<file path="src/rtl/clock_victim_picker.sv">
module clock_victim_picker #(
  parameter int NF = 8
) (
  input  logic                  clk,
  input  logic                  rst_n,
  input  logic                  acc_valid,
  input  logic [$clog2(NF)-1:0] acc_idx,
  input  logic                  req,
  output logic                  done,
  output logic [$clog2(NF)-1:0] victim
);
  localparam int IW = $clog2(NF);
  localparam int CW = $clog2(NF + 1);

  logic [NF-1:0] ref_q, ref_d;
  logic [IW-1:0] hand_q, victim_q;
  logic [CW-1:0] laps_q;
  logic          busy_q, done_q;

  wire [IW-1:0] hand_nx = (hand_q == IW'(NF - 1)) ? '0 : hand_q + 1'b1;
  wire          lap_full = (laps_q == CW'(NF));
  wire          pick = busy_q && (!ref_q[hand_q] || lap_full);

  always_comb begin
    ref_d = ref_q;
    if (busy_q) ref_d[hand_q] = pick;
    if (acc_valid) ref_d[acc_idx] = 1'b1;
  end

  always_ff @(posedge clk or negedge rst_n) begin
    if (!rst_n) begin
      ref_q    <= '0;
      hand_q   <= '0;
      laps_q   <= '0;
      busy_q   <= 1'b0;
      done_q   <= 1'b0;
      victim_q <= '0;
    end else begin
      ref_q  <= ref_d;
      done_q <= pick;
      if (busy_q) begin
        hand_q <= hand_nx;
        if (pick) begin
          busy_q   <= 1'b0;
          victim_q <= hand_q;
        end else begin
          laps_q <= laps_q + 1'b1;
        end
      end else if (req) begin
        busy_q <= 1'b1;
        laps_q <= '0;
      end
    end
  end

  assign done   = done_q;
  assign victim = victim_q;

  AST_DONE_SINGLE: assert property (@(posedge clk) disable iff (!rst_n) done |=> !done);
  AST_VICTIM_MARKED: assert property (@(posedge clk) disable iff (!rst_n) done |-> ref_q[victim]);
  AST_HAND_PAST_VICTIM: assert property (@(posedge clk) disable iff (!rst_n)
    done |-> hand_q == ((victim == IW'(NF - 1)) ? '0 : victim + 1'b1));
  AST_LAP_BOUND: assert property (@(posedge clk) disable iff (!rst_n) busy_q |-> laps_q <= CW'(NF));
  AST_ACCESS_SETS: assert property (@(posedge clk) disable iff (!rst_n) acc_valid |=> ref_q[$past(acc_idx)]);
  AST_REQ_IGNORED: assert property (@(posedge clk) disable iff (!rst_n)
    (busy_q && !pick) |=> (busy_q && !done));
  AST_ONE_STEP: assert property (@(posedge clk) disable iff (!rst_n)
    busy_q |=> hand_q == (($past(hand_q) == IW'(NF - 1)) ? '0 : $past(hand_q) + 1'b1));
endmodule

</file>
<file path="config.mk">
export PLATFORM = sky130hd
export DESIGN_NAME = clock_victim_picker
export DESIGN_NICKNAME = d
export VERILOG_FILES = /design/src/rtl/clock_victim_picker.sv
export SDC_FILE = /design/constraint.sdc
export NUM_CORES = 1
export LEC_CHECK = 0
export BUFFER_PORTS_ARGS = -buffer_cell sky130_fd_sc_hd__buf_2
export CAP_MARGIN = 0
export CORE_MARGIN = 1.5
export CORE_UTILIZATION = 40
export DETAILED_ROUTE_END_ITERATION = 12
export PLACE_DENSITY = 0.56
export SYNTH_ARGS = -nofsm -noshare
export SYNTH_HDL_FRONTEND = slang
export SYNTH_SLANG_ARGS = --single-unit
</file>
<file path="constraint.sdc">
create_clock -name clk -period 1.7 [get_ports clk]
set_input_delay 0.34 -clock clk [delete_from_list [all_inputs] [get_ports clk]]
set_output_delay 0.34 -clock clk [all_outputs]
set_load 0.02 [all_outputs]
</file>
==> results of run 1 <==
[power breakdown]
part	switching, mW	leakage [nW]	total (mW)	internal (mW)
combinational	0.859	0.357	1.74	0.883
sequential	0.158	0.239	0.852	0.694
clock	0.141	0.0210	0.271	0.131
[repair_timing]
action,4_1_cts,5_1_grt
hold endpoints to repair,20,0
gates resized for setup,1,9
endpoints found under the setup margin,13,16
hold buffers,1,0
setup buffers,1,0
pin swaps,4,1
[cell families after synthesis]
kind of cell / synth area share
AO/OA/AOI/OAI: 0.1640
adder cells (fa/ha/maj): 0.04651
buffers and inverters: 0.03373
flip-flops: 0.4651
multiplexers: 0.06977
AND/OR/NAND/NOR: 0.2209
[area by class of cell]
class | instances | area [um^2]
tap | 30 | 37.54
timing repair buffer | 27 | 183.9
fill | 249 | 1152
clock buffer | 4 | 36.28
inverter | 5 | 18.77
multi-input combinational | 86 | 593.1
sequential | 20 | 500.5
[metal layers]
| layer | vias to the layer above | track usage | wire [um] |
|---|---|---|---|
| met5 | - | 0 | 0 |
| met4 | 0 | 0.05000 | 29 |
| met3 | 6 | 0.05738 | 100 |
| met2 | 17 | 0.2341 | 956 |
| met1 | 408 | 0.2382 | 1135 |
| li1 | 468 | - | - |
[sequential cells by signal (all words and copies together), names as in the netlist]
name	flops
ref_q	8
laps_q	4
hand_q	3
victim	3
busy_q	1
done	1
[final timing paths]
kind | slack (ns) | to
worst min register to register | 0.50 | laps_q[3]$_DFFE_PN0P_
worst max-delay path | 0.02 | victim[1]$_DFFE_PN0P_
worst max register to register | 0.02 | victim[1]$_DFFE_PN0P_
min in group asynchronous | 0.49 | victim[0]$_DFFE_PN0P_
max in group asynchronous | 0.90 | ref_q[1]$_DFF_PN0_
worst min-delay path | 0.35 | laps_q[1]$_DFFE_PN0P_
[cells in the final DEF, fill, tap and decap left out, drive strengths merged]
master	count
or3	2
nor2b	1
o21ai	11
and2b	2
nand2b	5
nand2	14
inv	5
a21oi	8
mux2	4
mux2i	3
a221oi	2
a21bo	1
dlygate4sd3	1
o211ai	2
dfrtp	20
clkbuf	4
o221a	1
o22ai	1
or2	1
buf	26
nand3	5
nor3	3
nand4b	2
nor2	11
o2bb2ai	1
ha	4
nand4	2
[worst max-delay path: stages (launching register included)]
cell and delay [ns]:
dfrtp_1 0.42, and2b_2 0.23, a221oi_2 0.26, o221a_4 0.29, o21ai_4 0.08, mux2_4 0.30
[through the flow]
stage          hold WS (ns)  worst slack, ns  cell area [um^2]  TNS (ns)  utilization
2_1_floorplan       0.04441         -0.04299              1096   -0.1249            -
3_3_place_gp         0.3030         -0.06284              1279   -0.4537       0.5069
3_5_place_dp         0.3077          -0.1025              1279   -0.8351       0.5069
4_1_cts              0.3370        -0.009803              1335  -0.02124       0.5293
5_1_grt              0.3435         -0.06496              1370   -0.3463       0.5432
6_report             0.3499          0.01856              1370         0       0.5432
==> results by group, run 1 <==
STA
  • Clock skew after layout: 0.004534 ns
  • Final Max Tran Viols: 0
  • Final count of hold timing violations: 0
  • Portion of the clock cycle consumed by the worst path in the final layout: 0.9891
  • Setup-failing EPs final: 0
  • Least-Margin Pin Slew: ~0.43 ns
  • Max transition margin: 0.7136
  • RSZ-0062 raised after global routing: yes
  • Time the worst path needs with I/O delays and setup: 1.681 ns
  • Max Freq: roughly 590 MHz

Global route
  • Largest net degree at the start of global routing: 21
  • Initial antenna violation count: 0
  • GR Util All Layers: 0.1669
  • First-pass GRT wire length: 3519 um
  • Overflow left after global routing: 0
  • Number of global-route vias before repair: 788

Routing
  • Final antenna-violating net count: 0
  • Detail-routed net length per standard cell: 12.91 um
  • Average vias per placed instance: ~5.2
  • DRC errors left: 0
  • Initial drt markers: 15
  • Detailed Routing Iterations Pass 1: 4
  • Wirelength, routed: between 2000 and 2500 um
  • Count of vias placed by the detailed router: 899

Setup path
  • Crit path arrival time: 1.88 ns
  • Worst-path maximum fanout: 4
  • WP data required: 1.90 ns
  • Critical setup path kind: reg2reg
  • Number of cells on the worst reg-to-reg path: 5
  • Critical Path Sink Type: register
  • Kind of start point of the critical path: register
  • Startpoint of the most critical setup path: hand_q[1]$_DFFE_PN0P_
  • Reg2Reg Launch Point: hand_q[1]$_DFFE_PN0P_

Logic synthesis
  • Most numerous cell in the Yosys netlist: dfrtp_1
  • Net count of the mapped netlist: between 100 and 150
  • Async set-or-reset flop fraction in the synthesized netlist: 1.000
  • FF+latch count, synth: 20
  • Yosys top cell area share: 0.4651
  • Library cell with the largest summed area after synthesis: dfrtp_1
  • Syn Std Cell Area: 0.001076 mm^2
  • Synth unique cells: 29
  • Most frequent cells after synthesis: dfrtp_1, nand2_1, nor2_1, o21ai_1, a21oi_1
  • Count of warnings emitted by yosys: 0
  • Sequential area share after synthesis: 0.4651
  • Synth top area cells: dfrtp_1, nand2_1, ha_1, o21ai_1, nor2_1
  • Synth Area per Inst: between 9 and 10 um^2
  • Most common flop cell mapped by yosys: dfrtp_1
  • Number of enable flip-flop cells after synthesis: 0
  • Syn Inst Count: around 120

Power
  • Cell Pwr Density: 2092 mW/mm^2
  • Max rail drop VDD: 0.001138 V
  • Static leakage: 0.6164 nW
  • Post-route total power: 2.865 mW

Floorplan
  • Placeable core region: 0.002522 mm^2
  • Row count: 18
  • Io pins: 11
  • Initial standard-cell utilization of the core: 0.4266
  • Die width: 54.87 um
  • Die Height: 54.87 um
  • Die outline area: 0.003010 mm^2

Cells and area
  • Post-Layout Cell Count: 172
  • Diode count: 0
  • Share of layout cells above drive strength 1: 0.3380
  • Area delta synth->final: 27.33%
  • Nets: 154

Min path
  • Start point of the worst hold path: req
  • Hold crit path type: in2reg
  • Hold Crit Depth: 3

Clocking
  • Cell at the root of the clock tree: clkbuf_4
  • Number of levels in the clock H-tree: 1
  • Max Buffers Root-to-Sink: 2
  • Total clock buffers created by CTS: 3
  • Number of sinks driven by the clock tree: 20
  • Worst-path clk slew: about 0.11 ns
  • CTS tree: yes
  • Clock Latency Late Sink: about 0.3 ns

Placement
  • Number of buffers inserted by port buffering: 10
  • Detailed Place HPWL: roughly 1700 um
  • Gpl congestion: roughly 0.83
  • Number of cells in the design after placement: about 170

Job
  • Max-Cap Viols: 0

Status
  • Outcome: complete, no violations
Power figures use the tool's default switching activity.
==> inputs of run 2 (changes only) <==
--- a/config.mk
+++ b/config.mk
@@ -5,12 +5,12 @@
 export SDC_FILE = /design/constraint.sdc
 export NUM_CORES = 1
 export LEC_CHECK = 0
-export BUFFER_PORTS_ARGS = -buffer_cell sky130_fd_sc_hd__buf_2
 export CAP_MARGIN = 0
 export CORE_MARGIN = 1.5
 export CORE_UTILIZATION = 40
 export DETAILED_ROUTE_END_ITERATION = 12
-export PLACE_DENSITY = 0.56
+export DONT_BUFFER_PORTS = 1
+export PLACE_DENSITY = 0.52
 export SYNTH_ARGS = -nofsm -noshare
 export SYNTH_HDL_FRONTEND = slang
 export SYNTH_SLANG_ARGS = --single-unit
==> results by group, run 2 (same netlist as run 1, synthesis figures left out) <==
Setup path
  • WP data required: 1.91 ns (about the same)
  • Reg2Reg Launch Point: hand_q[1]$_DFFE_PN0P_
  • Kind of start point of the critical path: register
  • Startpoint of the most critical setup path: hand_q[1]$_DFFE_PN0P_
  • Critical Path Sink Type: register
  • Crit path arrival time: 1.90 ns (+0.02 ns)
  • Critical setup path kind: reg2reg
  • Worst-path maximum fanout: 4 (unchanged)
  • R2r setup slk: 0.01 ns (about the same)
  • Endpoint of the lowest-slack register-to-register path: victim[2]$_DFFE_PN0P_
  • Number of cells on the worst reg-to-reg path: 5 (unchanged)

Placement
  • Detailed Place HPWL: 1610 um (-2.7%)
  • Gpl congestion: 0.7665 (-7.7%)
  • Number of buffers inserted by port buffering: 0 (-10)

Min path
  • Hold crit path type: in2reg
  • Hold-critical path endpoint: laps_q[1]$_DFFE_PN0P_
  • Hold Crit Depth: 2 (-1)
  • Start point of the worst hold path: req

STA
  • Time the worst path needs with I/O delays and setup: 1.689 ns (+0.007130 ns)
  • Least-Margin Pin Slew: 0.8806 ns (+0.4511 ns)
  • Final Max Tran Viols: 0 (unchanged)
  • Max transition margin: 0.4110 (-0.3027)
  • Clock skew after layout: 0.01506 ns (+0.01052 ns)
  • Final count of hold timing violations: 0 (unchanged)
  • Summed negative setup slack over all endpoints: 0 ns (unchanged)
  • Max Freq: 592.2 MHz (-0.42%)
  • RSZ-0062 raised after global routing: yes
  • Portion of the clock cycle consumed by the worst path in the final layout: 0.9933 (+0.004194)
  • Setup-failing EPs final: 0 (unchanged)

Global route
  • Initial antenna violation count: 0 (unchanged)
  • Largest net degree at the start of global routing: 22 (+4.8%)
  • M1 GR Usage: 0.2521 (+0.01394)
  • Number of global-route vias before repair: 818 (+3.8%)
  • Layer with the highest usage: met1
  • First-pass GRT wire length: 3650 um (+3.7%)
  • GR Util All Layers: 0.1710 (+0.004098)
  • Met3 layer usage reported by global route: 0.05738 (unchanged)
  • Fraction of met2 tracks used by global routing: 0.2361 (+0.001984)
  • Overflow left after global routing: 0 (unchanged)

Job
  • Max-Cap Viols: 0 (unchanged)

Routing
  • Detailed Routing Iterations Pass 1: 4 (unchanged)
  • Average vias per placed instance: 5.389 (+3.1%)
  • Count of vias placed by the detailed router: 873 (-2.9%)
  • Final antenna-violating net count: 0 (unchanged)
  • DRC errors left: 0 (unchanged)
  • Initial drt markers: 28 (+13)
  • Detail-routed net length per standard cell: 13.43 um (+4.0%)
  • Wirelength, routed: 2176 um (-2.0%)

Power
  • Post-route total power: 2.898 mW (+1.1%)
  • Max rail drop VDD: 0.001376 V (+21%)
  • Static leakage: 0.5823 nW (-5.5%)
  • Cell Pwr Density: 2163 mW/mm^2 (+3.4%)

Floorplan
  • Row count: 18 (unchanged)
  • Die Height: 54.87 um (unchanged)
  • Placeable core region: 0.002522 mm^2 (unchanged)
  • Io pins: 11 (unchanged)
  • Die width: 54.87 um (unchanged)
  • Initial standard-cell utilization of the core: 0.4266 (unchanged)
  • Die outline area: 0.003010 mm^2 (unchanged)

Cells and area
  • Share of layout cells above drive strength 1: 0.2879 (-0.05015)
  • Area delta synth->final: 24.54%
  • Most common library cell in the layout ignoring fill and taps: dfrtp_1
  • Nets: 144 (-6.5%)
  • Number of flip-flops under the largest register name: 8 (unchanged)
  • Largest register by flop count: ref_q
  • Leading registers by flop count: ref_q x8, laps_q x4
  • Diode count: 0 (unchanged)
  • Most used cells in the layout excluding fill and tap cells: dfrtp_1, buf_4, nand2_1, nor2_1, a21oi_1
  • Utilization of the core after routing: 0.5313 (-0.01191)
  • Count of fill cells added during filler insertion: 228 (-8.4%)

Clocking
  • Max Buffers Root-to-Sink: 2 (unchanged)
  • Number of levels in the clock H-tree: 1 (unchanged)
  • Worst-path clk slew: 0.12 ns (about the same)
  • Total clock buffers created by CTS: 3 (unchanged)
  • Clock Latency Late Sink: 0.31 ns (about the same)
  • Cell at the root of the clock tree: clkbuf_4
  • CTS tree: yes
  • Number of sinks driven by the clock tree: 20 (unchanged)

Status
  • Outcome: complete, no violations
-- run 2: critical path: stages (launching register included) --
cell and delay [ns]:
dfrtp_1 0.42, and2b_4 0.28, a221oi_2 0.07, o221a_4 0.32
o21ai_4 0.19, mux2_4 0.31
-- run 2: cell type report --
cell class                 count  area [um^2]  share of cell area
multi-input combinational     86        596.8              0.4454
sequential                    20        500.5              0.3735
timing repair buffer          17        133.9             0.09991
tap                           30        37.54             0.02801
clock inverter                 1        30.03             0.02241
clock buffer                   3        22.52             0.01681
inverter                       5        18.77             0.01401
-- run 2: worst max path at each step --
stage                                 end  slack [ns]  cells past startpoint
detailed placement     ref_q[3]$_DFF_PN0_       -0.05                      6
global placement       ref_q[5]$_DFF_PN0_      -0.008                      6
floorplan           victim[1]$_DFFE_PN0P_       -0.04                      5
CTS                 victim[2]$_DFFE_PN0P_       -0.01                      5
finish              victim[2]$_DFFE_PN0P_        0.01                      5
global route        laps_q[1]$_DFFE_PN0P_       -0.07                      6
-- run 2: power breakdown --
group / switching [mW] / internal, mW
Clock: 0.146 / 0.238
Sequential: 0.220 / 0.694
Combinational: 0.776 / 0.824
Total: 1.14 / 1.76
-- run 2: timing repair --
item,in CTS,in global routing
pin swaps,2,1
setup buffers,3,0
hold buffers,1,0
resized for setup,1,8
endpoints found under the setup margin,12,15
endpoints found under the hold margin,20,0
-- run 2: routing by layer --
metal  vias up  wire (um)
met5         -          0
met4         0         15
met3         2         67
met2        10        968
met1       420       1125
li1        441          -
-- run 2: stage by stage --
stage / hold slack (ns) / instance area, um^2 / worst slack (ns) / std cells
after global routing: 0.2153 / 1340 / -0.07366 / 162
after global placement: 0.04483 / 1214 / -0.008336 / 154
final: 0.2448 / 1340 / 0.01143 / 162
after floorplan: 0.04441 / 1096 / -0.04299 / 115
after CTS: 0.2306 / 1301 / -0.01082 / 162
after detailed placement: 0.04481 / 1214 / -0.04543 / 154
